File: src/rtl/pwr_pkg.sv
package pwr_pkg;
  typedef enum logic [1:0] {
    MST_SWRST   = 2'd0,
    MST_SYNCRST = 2'd1,
    MST_GATED   = 2'd2,
    MST_ON      = 2'd3
  } mod_state_e;

  typedef enum logic [1:0] {
    SEQ_IDLE    = 2'd0,
    SEQ_WAIT_PG = 2'd1,
    SEQ_RUN     = 2'd2
  } seq_state_e;

  localparam logic [11:0] A_PEND  = 12'h070;
  localparam logic [11:0] A_GO    = 12'h120;
  localparam logic [11:0] A_BUSY  = 12'h128;
  localparam logic [11:0] A_DSTAT = 12'h200;
  localparam logic [11:0] A_DCTL  = 12'h300;
  localparam logic [11:0] A_MSTAT = 12'h800;
  localparam logic [11:0] A_MCTL  = 12'hA00;
endpackage

File: src/rtl/pwr_dom_seq.sv
module pwr_dom_seq
  import pwr_pkg::*;
#(
  parameter int TRANS_CYC = 4,
  localparam int CW = $clog2(TRANS_CYC + 1)
) (
  input  logic clk_i,
  input  logic rst_ni,
  input  logic go_i,
  input  logic next_on_i,
  input  logic pg_wr_i,
  output logic busy_o,
  output logic pend_o,
  output logic on_o,
  output logic pg_o,
  output logic done_o
);
  seq_state_e state_q;
  logic [CW-1:0] cnt_q;
  logic on_q, nxt_q, pend_q, pg_q, consume;

  assign consume = (state_q == SEQ_WAIT_PG) && pg_q;
  assign done_o  = (state_q == SEQ_RUN) && (cnt_q == '0);
  assign busy_o  = (state_q != SEQ_IDLE);
  assign pend_o  = pend_q;
  assign on_o    = on_q;
  assign pg_o    = pg_q;

  always_ff @(posedge clk_i or negedge rst_ni) begin
    if (!rst_ni) begin
      state_q <= SEQ_IDLE;
      cnt_q   <= '0;
      on_q    <= 1'b1;
      nxt_q   <= 1'b1;
      pend_q  <= 1'b0;
      pg_q    <= 1'b0;
    end else begin
      pg_q <= pg_wr_i | (pg_q & ~consume);
      case (state_q)
        SEQ_IDLE: if (go_i) begin
          nxt_q <= next_on_i;
          if (!on_q && next_on_i) begin
            state_q <= SEQ_WAIT_PG;
            pend_q  <= 1'b1;
          end else begin
            state_q <= SEQ_RUN;
            cnt_q   <= CW'(TRANS_CYC - 1);
          end
        end
        SEQ_WAIT_PG: if (pg_q) begin
          pend_q  <= 1'b0;
          on_q    <= 1'b1;
          state_q <= SEQ_RUN;
          cnt_q   <= CW'(TRANS_CYC - 1);
        end
        SEQ_RUN: begin
          if (cnt_q == '0) begin
            state_q <= SEQ_IDLE;
            on_q    <= nxt_q;
          end else begin
            cnt_q <= cnt_q - 1'b1;
          end
        end
        default: state_q <= SEQ_IDLE;
      endcase
    end
  end
endmodule

File: src/rtl/pwr_mod_unit.sv
module pwr_mod_unit
  import pwr_pkg::*;
(
  input  logic       clk_i,
  input  logic       rst_ni,
  input  logic       ctl_we_i,
  input  logic [1:0] req_i,
  input  logic       lrel_i,
  input  logic       force_i,
  input  logic       done_i,
  input  logic       dom_on_i,
  output logic [1:0] state_o,
  output logic [31:0] ctl_rd_o,
  output logic       clk_en_o,
  output logic       rst_no
);
  mod_state_e state_q;
  logic [1:0] req_q;
  logic lrel_q, force_q;

  always_ff @(posedge clk_i or negedge rst_ni) begin
    if (!rst_ni) begin
      state_q <= MST_SWRST;
      req_q   <= 2'd0;
      lrel_q  <= 1'b1;
      force_q <= 1'b0;
    end else begin
      // the domain must be powered unless force is set
      if (done_i && (dom_on_i || force_q)) state_q <= mod_state_e'(req_q);
      if (ctl_we_i) begin
        req_q   <= req_i;
        lrel_q  <= lrel_i;
        force_q <= force_i;
      end
    end
  end

  assign state_o  = state_q;
  assign clk_en_o = (state_q == MST_ON);
  assign rst_no   = lrel_q && (state_q == MST_GATED || state_q == MST_ON);
  assign ctl_rd_o = {force_q, 22'd0, lrel_q, 6'd0, req_q};
endmodule

File: src/rtl/pwr_sleep_ctrl.sv
module pwr_sleep_ctrl
  import pwr_pkg::*;
#(
  parameter int NUM_DOM      = 2,
  parameter int MODS_PER_DOM = 2,
  parameter int TRANS_CYC    = 4,
  localparam int NUM_MOD     = NUM_DOM * MODS_PER_DOM
) (
  input  logic               clk_i,
  input  logic               rst_ni,
  input  logic               bus_req_i,
  input  logic               bus_we_i,
  input  logic [11:0]        bus_addr_i,
  input  logic [31:0]        bus_wdata_i,
  output logic [31:0]        bus_rdata_o,
  output logic [NUM_DOM-1:0] pwr_req_o,
  output logic [NUM_MOD-1:0] mod_clk_en_o,
  output logic [NUM_MOD-1:0] mod_rst_no
);
  logic wr;
  logic [NUM_DOM-1:0] dom_busy, dom_pend, dom_on, dom_pg, dom_done, dom_next_q;
  logic [NUM_MOD-1:0][1:0]  mod_state;
  logic [NUM_MOD-1:0][31:0] mod_ctl;
  logic unused_wdata;

  assign wr           = bus_req_i && bus_we_i;
  assign unused_wdata = ^bus_wdata_i;
  assign pwr_req_o    = dom_pend;

  for (genvar d = 0; d < NUM_DOM; d++) begin : g_dom
    logic dctl_wr;
    assign dctl_wr = wr && (bus_addr_i == 12'(A_DCTL + 4 * d));

    always_ff @(posedge clk_i or negedge rst_ni) begin
      if (!rst_ni)      dom_next_q[d] <= 1'b1;
      else if (dctl_wr) dom_next_q[d] <= bus_wdata_i[0];
    end

    pwr_dom_seq #(.TRANS_CYC(TRANS_CYC)) u_seq (
      .clk_i     (clk_i),
      .rst_ni    (rst_ni),
      .go_i      (wr && bus_addr_i == A_GO && bus_wdata_i[d]),
      .next_on_i (dom_next_q[d]),
      .pg_wr_i   (dctl_wr && bus_wdata_i[8]),
      .busy_o    (dom_busy[d]),
      .pend_o    (dom_pend[d]),
      .on_o      (dom_on[d]),
      .pg_o      (dom_pg[d]),
      .done_o    (dom_done[d])
    );
  end

  for (genvar m = 0; m < NUM_MOD; m++) begin : g_mod
    localparam int D = m / MODS_PER_DOM;
    pwr_mod_unit u_mod (
      .clk_i    (clk_i),
      .rst_ni   (rst_ni),
      .ctl_we_i (wr && (bus_addr_i == 12'(A_MCTL + 4 * m))),
      .req_i    (bus_wdata_i[1:0]),
      .lrel_i   (bus_wdata_i[8]),
      .force_i  (bus_wdata_i[31]),
      .done_i   (dom_done[D]),
      .dom_on_i (dom_on[D]),
      .state_o  (mod_state[m]),
      .ctl_rd_o (mod_ctl[m]),
      .clk_en_o (mod_clk_en_o[m]),
      .rst_no   (mod_rst_no[m])
    );
  end

  always_comb begin
    bus_rdata_o = '0;
    if (bus_req_i && !bus_we_i) begin
      if (bus_addr_i == A_PEND) bus_rdata_o[NUM_DOM-1:0] = dom_pend;
      if (bus_addr_i == A_BUSY) bus_rdata_o[NUM_DOM-1:0] = dom_busy;
      for (int d = 0; d < NUM_DOM; d++) begin
        if (bus_addr_i == 12'(A_DSTAT + 4 * d)) bus_rdata_o[0] = dom_on[d];
        if (bus_addr_i == 12'(A_DCTL + 4 * d)) begin
          bus_rdata_o[0] = dom_next_q[d];
          bus_rdata_o[8] = dom_pg[d];
        end
      end
      for (int m = 0; m < NUM_MOD; m++) begin
        if (bus_addr_i == 12'(A_MSTAT + 4 * m)) begin
          bus_rdata_o[1:0] = mod_state[m];
          bus_rdata_o[12]  = mod_clk_en_o[m];
        end
        if (bus_addr_i == 12'(A_MCTL + 4 * m)) bus_rdata_o = mod_ctl[m];
      end
    end
  end
endmodule

File: config.mk
export PLATFORM = sky130hd
export DESIGN_NAME = pwr_sleep_ctrl
export DESIGN_NICKNAME = d
export VERILOG_FILES = /design/src/rtl/pwr_pkg.sv /design/src/rtl/pwr_dom_seq.sv /design/src/rtl/pwr_mod_unit.sv /design/src/rtl/pwr_sleep_ctrl.sv
export SDC_FILE = /design/constraint.sdc
export NUM_CORES = 1
export LEC_CHECK = 0
export BUFFER_PORTS_ARGS = -buffer_cell sky130_fd_sc_hd__buf_2
export CAP_MARGIN = 25
export CORE_UTILIZATION = 43
export CTS_CLUSTER_DIAMETER = 100
export DETAILED_ROUTE_END_ITERATION = 10
export HOLD_SLACK_MARGIN = 0.15
export PLACE_DENSITY = 0.69
export SYNTH_ARGS = -nofsm -noshare
export SYNTH_HDL_FRONTEND = slang
export SYNTH_SLANG_ARGS = --single-unit
File: constraint.sdc
create_clock -name clk_i -period 4.3 [get_ports clk_i]
set_input_delay 0.86 -clock clk_i [delete_from_list [all_inputs] [get_ports clk_i]]
set_output_delay 0.86 -clock clk_i [all_outputs]
set_load 0.05 [all_outputs]
# Word-level counts from Yosys, hierarchy flattened
# Cells that the tools add are included.
# op_classes
n_addsub	2
mux	56
bitwise	6
n_reduce_logical	60
n_eq_ne	39
# op_table
operator	n
$mux W32	5
$eq A12 B12 Y1 const B	8
$eq A12 B10 Y1 const B	4
$mux W2	15
$logic_and A1 B1 Y1	27
$eq A12 B9 Y1 const B	2
$mux W3	8
$eq A2 B2 Y1 const B	10
$mux W1	20
$pmux W3 S3	2
$eq A12 B7 Y1 const B	1
$ne A2 B1 Y1 const B	6
$ne A2 B2 Y1 const B	6
$pmux W2 S3	2
$reduce_and A3 Y1	4
$reduce_bool A2 Y1	6
$reduce_and A5 Y1	2
$logic_or A1 B1 Y1	8
$pmux W1 S2	4
$reduce_and A4 Y1	2
$logic_not A3 Y1	2
$reduce_bool A3 Y1	2
$sub A3 B1 Y3 const B	2
$eq A2 B1 Y1 const B	2
6 further kinds	13
# word_totals
wordCells	193
input_bits	48
output_inout_bits	42
ff_bits	44

# Logic depth before layout (Yosys ltp)
# Gate-level depths: netlist of the first run.
# depth
word_depth	17
mapped_depth	8
ltp_nobuf	8

# Modules after synthesis
# Synthesis of the first run repeated with hierarchy kept, for this count alone.
# unflattened
cells_unflattened	498
area_unflattened_um2	4398.0
# modules_own_cells
module	seq_area_each_um2	cells_each	instances	area_per_inst_um2
pwr_mod_unit	151.4	46	4	476.7
pwr_sleep_ctrl	52.6	224	1	1527.7
pwr_dom_seq	227.7	45	2	481.7

# Least setup slack after synthesis of the first run
# Ideal clock, no wire load.
# synth_timing
path_kind	in2out
start	input bus_addr_i[2]
end	output bus_rdata_o[12]
arrival_ns	3.121
path_stages	4
n_path_buf	2
setup_slack_ns	0.319
required_ns	3.440
path_cell_list	buf_2 > buf_2 > mux4_2 > nor4b_1
# synth_via
elab_chain_len	10
elab_cells_between_ends	17
classes_between	eq/ne: 8; mux: 9
# synth_rtl
item	line_no	rtl
from (decl)	pwr_sleep_ctrl.sv:13	input logic [11:0] bus_addr_i,
$eq A12 B12 Y1	pwr_sleep_ctrl.sv:84	if (bus_addr_i == 12'(A_MSTAT + 4 * m)) begin
$mux W1	pwr_sleep_ctrl.sv:84	
$mux W32	pwr_sleep_ctrl.sv:88	if (bus_addr_i == 12'(A_MCTL + 4 * m)) bus_rdata_o = mod_ctl[m];
$mux W1	pwr_sleep_ctrl.sv:84	
$mux W32	pwr_sleep_ctrl.sv:88	
$mux W1	pwr_sleep_ctrl.sv:84	
$mux W32	pwr_sleep_ctrl.sv:88	
$mux W1	pwr_sleep_ctrl.sv:84	
$mux W32 (*)	pwr_sleep_ctrl.sv:88	
$mux W32 (*)	pwr_sleep_ctrl.sv:73	if (bus_req_i && !bus_we_i) begin
to (decl)	pwr_sleep_ctrl.sv:15	output logic [31:0] bus_rdata_o,
# Mark *: on every way between the ends. The rest lies on a longest branch, timed or not.

# Final worst setup path of the first run
# layout_timing
start	input bus_addr_i[3]
end	output bus_rdata_o[0]
# layout_via
elab_chain_len	17
elab_cells_between_ends	30
classes_between	eq/ne: 14; mux: 16
# layout_rtl
item	line_no	rtl
$eq A12 B7 Y1	pwr_sleep_ctrl.sv:74	if (bus_addr_i == A_PEND) bus_rdata_o[NUM_DOM-1:0] = dom_pend;
$mux W2	pwr_sleep_ctrl.sv:74	
$mux W2	pwr_sleep_ctrl.sv:75	if (bus_addr_i == A_BUSY) bus_rdata_o[NUM_DOM-1:0] = dom_busy;
$mux W2	pwr_sleep_ctrl.sv:73	
$mux W1	pwr_sleep_ctrl.sv:77	if (bus_addr_i == 12'(A_DSTAT + 4 * d)) bus_rdata_o[0] = dom_on[d];
$mux W1	pwr_sleep_ctrl.sv:78	if (bus_addr_i == 12'(A_DCTL + 4 * d)) begin
$mux W1	pwr_sleep_ctrl.sv:77	
$mux W1	pwr_sleep_ctrl.sv:78	
$mux W2	pwr_sleep_ctrl.sv:84	
$mux W32	pwr_sleep_ctrl.sv:88	
$mux W2	pwr_sleep_ctrl.sv:84	
$mux W32	pwr_sleep_ctrl.sv:88	
$mux W2	pwr_sleep_ctrl.sv:84	
$mux W32	pwr_sleep_ctrl.sv:88	
$mux W2	pwr_sleep_ctrl.sv:84	
$mux W32 (*)	pwr_sleep_ctrl.sv:88	
$mux W32 (*)	pwr_sleep_ctrl.sv:73	
# Mark *: on every way between the ends. The rest lies on a longest branch, timed or not. The select of a mux whose other input is x is not followed.

==> results.md, run 1 <==
- Fmax: 267 MHz
- CTS clock-pin slew for the worst setup and hold paths: 0.08 ns
- Slew HR: 0.572
- Yosys reg bits: 44
- Delay-heaviest family, CP: simple AND/OR/NAND/NOR gates
- Leak: 1.41 nW
- DRC violations left: 0
- Routed vias/inst: 5.56
- Num CTS Buffers: 5
- Nature of the critical path startpoint: input port
- DR pass1 iterations: 4
- Netlist cell types: 53
- Most frequent cells in the layout: 34 x dfrtp_1, 34 x buf_2, 31 x mux2_2
- GP Congestion: 0.875
- Min cycle time layout: 3.75 ns
- Placed Cells: 405
- Final Instance Count excl. Fillers: 413
- Initial core utilization: 0.444
- Synth Flop Type: dfrtp_1
- Full die area: 7320 µm²
- Worst EP arrival: 2.89 ns
- Yosys top cell area share: 0.283
- Async SR Flop Fraction: 1.00
- Chip height: 85.6 µm
- IR drop worst, VDD: 0.000205 V
- Layout Nets: 385
- Final core occ: 0.467
- Core area: 6760 µm²
- Clock root buffer master: clkbuf_8
- DRT iter0 DRCs: 157
- Clock latency on the worst-skew pair: 0.29 ns
- Top cells by area, synth: dfrtp_1 28%, mux2_2 12%, buf_4 9.5%, dfstp_2 8.8%, o21ai_0 3.0%
- GRT Overall Usage: 0.184
- Vias in the first global route: 2184
- FF+latch area: 1110 µm²
- Row count: 30
- Worst Path Required: 3.44 ns
- Largest net degree at the start of global routing: 45
- Hold Path Class: input port to async pin
- ANT cells: 0
- CTS sink count: 44
- RSZ-0062 raised after global routing: false
- First-pass GRT wire length: 10.6 mm
- Wire per inst: 15.6 µm
- Number of synthesized flops with an enable pin: 0
- Synthesized area: 3000 µm²
- Crit Path Category: input port to primary output
- Final Power: 818 µW
- Worst slew pin tran: 0.637 ns
- CTS resizes: 0
- Sequential fraction of the synthesis area: 0.371
- I/O Pins: 90
- Gr ovfl total: 0
- CTS tree: yes
- Worst Path Buf+Inv: 2
- Hold Violations, Final: 0
- CP peak stage delay: 0.42 ns
- Post-CTS setup buffers: 0
- Clk_skew: 0.00640 ns
- R2r setup slk: 2.31 ns
- Via count: 2298
- PnR worst setup slack: 0.550 ns
- Multi-input gate area: 1610 µm²
- Leading area contributor after synthesis: dfrtp_1
- Ys Warns: 0
- Post-route cell area: 3160 µm²
- Total negative setup slack: 0 ns
- Cts hold-fix bufs: 0
- CP max stage cell: nor3b_1
- Max FO, Critical Path: 12
- Filler Cell Count: 666
- Dpl cell area: 3040 µm²
- R2r endpoint: g_dom[0].u_seq.cnt_q[2]
- Total Routed Length: 6.43 mm
- Worst r2r src: g_dom[0].u_seq.cnt_q[0]
- Layout cell share with drive strength beyond 1: 0.294
- Reg2Reg Depth: 8
- Longest Clk Path Bufs: 2
- Tcrit/Tclk final: 0.872
- IO buf count: 34
- Syn Inst Count: 313
- Die Span X: 85.6 µm
- Post-Syn Area per Cell: 9.59 µm²
- Final Max Slew Viols: 0
- Pre-CTS setup slack: 0.599 ns
- Final Setup Violations: 0
- Area Growth Syn to Fin: 5.13%
- Crit path capture type: primary output
- Run status: completed
- Post-route ant nets: 0
- Pwr Density: 259 nW/µm²
- Max_cap viols: 0
- Final HPWL DP: 4.77 mm
- # H-tree levels: 2
- Crit-path cells: buf_2 -> nor3b_1 -> nand2b_1 -> nor3b_1 -> o22ai_1 -> a32o_1 -> a21oi_1 -> buf_2
- WHS: 0.370 ns
- Initial antenna violation count: 0
[sequential cells by signal, indices dropped and copies added (netlist names), 4 cells and up]
register and flops:
g_mod.u_mod.force_q 4, g_mod.u_mod.state_o 8, g_mod.u_mod.lrel_q 4, g_mod.u_mod.req_q 8, g_dom.u_seq.cnt_q 6, g_dom.u_seq.state_q 4
[worst reg2reg max path, stage by stage (launching register included)]
cell and delay (ns):
dfrtp_1 0.41, inv_1 0.09, ha_1 0.15, nand2_1 0.05, nor3_1 0.50, and2b_1 0.33
nand2_1 0.09, mux2_2 0.13, o311ai_0 0.10
[power by group]
part           internal (mW)  switching [mW]
combinational         0.0242          0.0973
sequential             0.417         0.00253
clock                  0.143           0.134
total                  0.584           0.234
[cell usage after synthesis (all sizes together), types with 3 or more instances]
master and n:
buf 48, dfrtp 34, mux2 31, nor2 22, o21ai 18, nand2 17
nor3 12, a21oi 11, inv 11, dfstp 10, and2 8, nand3 8
a31oi 6, nand2b 6, nand4 6, nor3b 6, o22ai 5, ha 4
mux2i 4, nor2b 4, a211oi 3, a21boi 3, and3 3, nand3b 3
nor4b 3
[how the worst max path moves through the flow]
stage,from,endpoint,slack (ns),cells past startpoint
after detailed placement,bus_addr_i[3],bus_rdata_o[0],0.60,8
after floorplan,bus_addr_i[2],bus_rdata_o[12],0.32,4
final,bus_addr_i[3],bus_rdata_o[0],0.55,8
after CTS,bus_addr_i[3],bus_rdata_o[0],0.57,8
after global routing,bus_addr_i[3],bus_rdata_o[0],0.34,8
after global placement,bus_addr_i[3],bus_rdata_o[0],0.63,8
[metal layers]
metal / global-route usage / share of wire
met4: 0.0455 / 0.018
met2: 0.293 / 0.46
met5: 0 / 0
met1: 0.260 / 0.47
met3: 0.0356 / 0.055
[layout make-up]
type                            count  area share
Clock buffer                        7      0.0305
Inverter                           11      0.0131
Multi-Input combinational cell    235       0.509
Sequential cell                    44       0.353
Tap cell                           80      0.0317
Timing Repair Buffer               36      0.0626
[logic make-up after synthesis]
kind of cell,share of synthesized area
multiplexers,0.145
XOR/XNOR,0.00292
AND/OR/NAND/NOR,0.212
adder cells (fa/ha/maj),0.0167
flip-flops,0.371
other,0.00125
AO/OA/AOI/OAI,0.125
buffers and inverters,0.126
No activity file was read; power rests on OpenSTA's default activity.
==> run 2: changes to the inputs <==
--- a/config.mk
+++ b/config.mk
@@ -7,11 +7,10 @@
 export LEC_CHECK = 0
 export BUFFER_PORTS_ARGS = -buffer_cell sky130_fd_sc_hd__buf_2
 export CAP_MARGIN = 25
-export CORE_UTILIZATION = 43
+export CORE_UTILIZATION = 30
 export CTS_CLUSTER_DIAMETER = 100
 export DETAILED_ROUTE_END_ITERATION = 10
 export HOLD_SLACK_MARGIN = 0.15
-export PLACE_DENSITY = 0.69
 export SYNTH_ARGS = -nofsm -noshare
 export SYNTH_HDL_FRONTEND = slang
 export SYNTH_SLANG_ARGS = --single-unit
==> constraint.sdc (replaced) <==
create_clock -name clk_i -period 3.5 [get_ports clk_i]
set_input_delay 0.7 -clock clk_i [delete_from_list [all_inputs] [get_ports clk_i]]
set_output_delay 0.7 -clock clk_i [all_outputs]
set_load 0.05 [all_outputs]
==> results.md, run 2 (same netlist as run 1, synthesis figures left out) <==
- Chip height: 102 µm (+19%)
- Final Power: 975 µW (+19%)
- RSZ-0062 raised after global routing: false
- First-pass GRT wire length: 10.7 mm (+0.45%)
- Most frequent cells in the layout: 34 x dfrtp_1, 34 x buf_2, 31 x mux2_2
- Fmax: 311 MHz
- Layout cell share with drive strength beyond 1: 0.301 (+0.00659)
- Die Span X: 102 µm (+19%)
- Row count: 36 (+20%)
- Nature of the critical path startpoint: input port
- Largest net degree at the start of global routing: 45 (unchanged)
- Clock latency on the worst-skew pair: 0.30 ns (about the same)
- DRT iter0 DRCs: 152 (-3.2%)
- IR drop worst, VDD: 0.000109 V (-47%)
- Cts hold-fix bufs: 0 (unchanged)
- IO buf count: 34 (unchanged)
- Dpl cell area: 3150 µm² (+3.6%)
- Slew HR: 0.584 (+0.0119)
- CP peak stage delay: 0.38 ns (-0.04 ns)
- Post-route ant nets: 0 (unchanged)
- Max FO, Critical Path: 11 (-1)
- GRT Overall Usage: 0.135 (-0.0492)
- Hold Path Class: input port to async pin
- Full die area: 10400 µm² (+42%)
- CTS resizes: 0 (unchanged)
- Min cycle time layout: 3.22 ns
- Initial antenna violation count: 0 (unchanged)
- Layout Nets: 390 (+1.3%)
- ANT cells: 0 (unchanged)
- Reg2Reg Depth: 6 (-2)
- CTS tree: yes
- I/O Pins: 90 (unchanged)
- # H-tree levels: 2 (unchanged)
- Wire per inst: 14.5 µm (-6.9%)
- Multi-input gate area: 1610 µm² (+0.39%)
- Tcrit/Tclk final: 0.919
- Final Setup Violations: 0 (unchanged)
- Metal3 WL: 360 µm (+2.6%)
- Final HPWL DP: 5.27 mm (+11%)
- Hold Violations, Final: 0 (unchanged)
- FF+latch area: 1110 µm² (unchanged)
- Total negative setup slack: 0 ns (unchanged)
- Crit path capture type: primary output
- Pwr Density: 300 nW/µm² (+16%)
- Num CTS Buffers: 5 (unchanged)
- Area Growth Syn to Fin: 8.25%
- Post-CTS setup buffers: 0 (unchanged)
- Final Max Slew Viols: 0 (unchanged)
- Crit-path cells: buf_2 -> buf_4 -> nor3_1 -> nand3_1 -> nor3_1 -> o22ai_1 -> a32o_1 -> a21oi_1 -> buf_2
- Worst slew pin tran: 0.620 ns (-0.0177 ns)
- Filler Cell Count: 1008 (+51%)
- Core area: 9730 µm² (+44%)
- Met2 wire length: 3.14 mm (+6.0%)
- Max_cap viols: 0 (unchanged)
- Worst EP arrival: 2.52 ns (-0.37 ns)
- Routed vias/inst: 4.94 (-11%)
- Total Routed Length: 6.85 mm (+6.4%)
- Leak: 1.43 nW (+0.89%)
- CTS clock-pin slew for the worst setup and hold paths: 0.08 ns (about the same)
- Worst Path Required: 2.80 ns (-0.64 ns)
- Via count: 2334 (+1.6%)
- Longest Clk Path Bufs: 2 (unchanged)
- GP Congestion: 0.858 (-1.9%)
- Clock root buffer master: clkbuf_8
- DRC violations left: 0 (unchanged)
- Top routing layer in use: met4
- Post-route cell area: 3250 µm² (+3.0%)
- DR pass1 iterations: 4 (unchanged)
- Gr ovfl total: 0 (unchanged)
- CP max stage cell: nor3_1
- Run status: completed
- Clk_skew: 0.00432 ns (-0.00208 ns)
- Vias in the first global route: 2116 (-3.1%)
- Crit Path Category: input port to primary output
- Initial core utilization: 0.309 (-0.136)
- M1 wire length: 3.22 mm (+7.0%)
- CTS sink count: 44 (unchanged)
==> run 2: path summary, 6_finish.rpt <==
kind | from | end | slack, ns
worst max-delay path | bus_addr_i[3] | bus_rdata_o[0] | 0.28
worst max register to register | g_dom[0].u_seq.cnt_q[0] | g_mod[0].u_mod.state_o[0] | 1.55
max in group asynchronous | rst_ni | g_mod[3].u_mod.lrel_q | 2.79
min in group clk_i | g_dom[1].u_seq.nxt_q | g_dom[1].u_seq.on_o | 0.49
worst min register to register | g_dom[1].u_seq.nxt_q | g_dom[1].u_seq.on_o | 0.49
worst min-delay path | rst_ni | g_dom[0].u_seq.cnt_q[2] | 0.21
==> run 2: worst max-delay path, delay by kind of cell <==
family	cells	cell delay [ns]
buffers and inverters	3	0.56
and+or+nand+nor	3	0.75
AOI/OAI and AO/OA	3	0.51
==> run 2: cell type report <==
cell class / instances / area share
flip-flops and latches: 44 / 0.343
clock buffers: 8 / 0.0246
multi-input cells: 235 / 0.497
well taps: 133 / 0.0512
inverters: 11 / 0.0127
repair buffers: 41 / 0.0724
==> run 2: power by group <==
part	switching (mW)	internal, mW
clock network	0.165	0.142
logic	0.120	0.0328
registers	0.00320	0.512
total	0.288	0.687
==> run 2: layer usage <==
metal	vias to the layer above	GRT usage
met5	-	0
met3	13	0.0274
met1	1129	0.192
met2	81	0.205
li1	1111	-
met4	0	0.0429
==> run 2: per-stage QoR <==
| step | cells | setup slack, ns | utilization | hold slack, ns |
|---|---|---|---|---|
| 2_1_floorplan | 339 | 0.0620 | - | 0.404 |
| 3_3_place_gp | 463 | 0.275 | 0.324 | 0.473 |
| 3_5_place_dp | 463 | 0.292 | 0.324 | 0.470 |
| 4_1_cts | 471 | 0.287 | 0.332 | 0.493 |
| 5_1_grt | 472 | 0.0781 | 0.334 | 0.202 |
| 6_report | 472 | 0.284 | 0.334 | 0.215 |
==> run 3: changes to the inputs <==
--- a/config.mk
+++ b/config.mk
@@ -7,10 +7,13 @@
 export LEC_CHECK = 0
 export BUFFER_PORTS_ARGS = -buffer_cell sky130_fd_sc_hd__buf_2
 export CAP_MARGIN = 25
-export CORE_UTILIZATION = 30
+export CORE_MARGIN = 5
+export CORE_UTILIZATION = 52
 export CTS_CLUSTER_DIAMETER = 100
 export DETAILED_ROUTE_END_ITERATION = 10
 export HOLD_SLACK_MARGIN = 0.15
+export PLACE_DENSITY = 0.8
+export REMOVE_ABC_BUFFERS = 1
 export SYNTH_ARGS = -nofsm -noshare
 export SYNTH_HDL_FRONTEND = slang
 export SYNTH_SLANG_ARGS = --single-unit
==> results.md, run 3 (same netlist as run 1, synthesis figures left out) <==
- Largest net degree at the start of global routing: 45 (unchanged)
- Die Span X: 86.0 µm (-16%)
- IO buf count: 34 (unchanged)
- Core area: 5570 µm² (-43%)
- First-pass GRT wire length: 11.1 mm (+3.7%)
- Run status: completed
- Worst EP arrival: 2.50 ns (-0.02 ns)
- Most frequent cells in the layout: 34 x dfrtp_1, 34 x buf_2, 31 x mux2_2
- I/O Pins: 90 (unchanged)
- Max FO, Critical Path: 8 (-3)
- GRT Overall Usage: 0.189 (+0.0537)
- Row count: 27 (-25%)
- Pre-CTS setup slack: 0.311 ns (+0.0197 ns)
- Initial antenna violation count: 0 (unchanged)
- Slew HR: 0.661 (+0.0777)
- Gr ovfl total: 0 (unchanged)
- Full die area: 7390 µm² (-29%)
- Vias in the first global route: 2251 (+6.4%)
- Final Max Slew Viols: 0 (unchanged)
- Tcrit/Tclk final: 0.916 (-0.00331)
- Via count: 2352 (+0.77%)
- DR pass1 iterations: 4 (unchanged)
- Wire per inst: 16.2 µm (+11%)
- Worst Path Required: 2.80 ns (about the same)
- # H-tree levels: 2 (unchanged)
- Hold Path Class: input port to async pin
- CTS sink count: 44 (unchanged)
- Post-route ant nets: 0 (unchanged)
- Worst slew pin tran: 0.504 ns (-0.116 ns)
- IR drop worst, VDD: 0.000175 V (+61%)
- Clock latency on the worst-skew pair: 0.30 ns (about the same)
- CTS resizes: 0 (unchanged)
- Num CTS Buffers: 5 (unchanged)
- DRT iter0 DRCs: 218 (+43%)
- Chip height: 86.0 µm (-16%)
- Crit Path Category: input port to primary output
- GP Congestion: 0.920 (+7.1%)
- CP peak stage delay: 0.41 ns (+0.03 ns)
- CTS clock-pin slew for the worst setup and hold paths: 0.08 ns (about the same)
- Crit-path cells: buf_2 -> nor4_4 -> and3_1 -> nand4_1 -> a32o_1 -> a21oi_1 -> buf_2
- Crit path capture type: primary output
- Hold Violations, Final: 0 (unchanged)
- Filler Cell Count: 507 (-50%)
- Leak: 1.43 nW (+0.49%)
- Layout cell share with drive strength beyond 1: 0.303 (+0.00179)
- Total Routed Length: 6.61 mm (-3.5%)
- Routed vias/inst: 5.75 (+16%)
- Nature of the critical path startpoint: input port
- Final Setup Violations: 0 (unchanged)
- Final HPWL DP: 5.00 mm (-5.1%)
- Cts hold-fix bufs: 0 (unchanged)
- Longest Clk Path Bufs: 2 (unchanged)
- WHS: 0.327 ns (+0.112 ns)
- Worst Path Buf+Inv: 2 (-1)
- PnR worst setup slack: 0.295 ns (+0.0116 ns)
- Area Growth Syn to Fin: 5.79%
- Fmax: 312 MHz (+0.36%)
- Pwr Density: 318 nW/µm² (+5.9%)
- Initial core utilization: 0.539 (+0.230)
- RSZ-0062 raised after global routing: false
- Max_cap viols: 0 (unchanged)
- Clock root buffer master: clkbuf_8
- Delay-heaviest family, CP: simple AND/OR/NAND/NOR gates
- Layout Nets: 389 (-0.26%)
- CP max stage cell: and3_1
- DRC violations left: 0 (unchanged)
- Post-CTS setup buffers: 0 (unchanged)
- Total negative setup slack: 0 ns (unchanged)
- Clk_skew: 0.00424 ns (-0.0000754 ns)
- Crit-path most repeated cell: buf_2
- CTS tree: yes
- Min cycle time layout: 3.20 ns (-0.0116 ns)
- ANT cells: 0 (unchanged)
run 3: cell count changes in the layout (fill, tap and decap cells not counted), sizes merged:
| cell | change |
|---|---|
| clkbuf | -1 |
| buf | -1 |
run 3: layout make-up:
type                            instances  area [µm²]  share of cell area
Inverter                               11        41.3              0.0130
Sequential cell                        44        1110               0.351
Clock buffer                            7        96.3              0.0303
Multi-Input combinational cell        235        1610               0.506
Tap cell                               72        90.1              0.0284
Timing Repair Buffer                   40         228              0.0717
run 3: worst paths after layout:
path / from / to / slack (ns) / depth (start not counted)
max: bus_addr_i[5] / bus_rdata_o[0] / 0.30 / 7
min: rst_ni / g_mod[2].u_mod.req_q[1] / 0.33 / 1
max reg2reg: g_dom[0].u_seq.cnt_q[0] / g_dom[0].u_seq.cnt_q[2] / 1.62 / 8
min reg2reg: g_dom[1].u_seq.nxt_q / g_dom[1].u_seq.on_o / 0.48 / 2
max in group asynchronous: rst_ni / g_mod[1].u_mod.lrel_q / 2.61 / 2
min in group clk_i: g_dom[1].u_seq.nxt_q / g_dom[1].u_seq.on_o / 0.48 / 2
run 3: routing by layer:
layer / track usage / vias up / share of wire
met5: 0 / - / 0
met4: 0.0878 / 0 / 0.024
met3: 0.0471 / 17 / 0.10
met2: 0.268 / 114 / 0.45
met1: 0.268 / 1118 / 0.43
li1: - / 1103 / -
run 3: through the flow:
step                      power (mW)  utilization  area [µm²]  std cells
after CTS                       1.02        0.566        3160        408
final                           1.01        0.570        3180        409
after global routing            1.05        0.570        3180        409
after global placement         0.669        0.549        3060        401
after detailed placement       0.673        0.549        3060        401
after floorplan                0.620            -        2760        290
run 3: report_power, final:
part	internal (mW)	total [mW]	switching, mW	leakage, nW
Combinational	0.0319	0.153	0.121	0.815
Clock	0.176	0.342	0.166	0.0503
Sequential	0.512	0.515	0.00318	0.568
Total	0.720	1.01	0.290	1.43
run 3: worst register-to-register path: cells and delay by family (launching register included):
family	cells	cell delay, ns
and+or+nand+nor	4	0.86
DFF	1	0.41
adders and majority gates	1	0.16
muxes	1	0.13
AOI/OAI and AO/OA	1	0.10
buffers and inverters	1	0.09
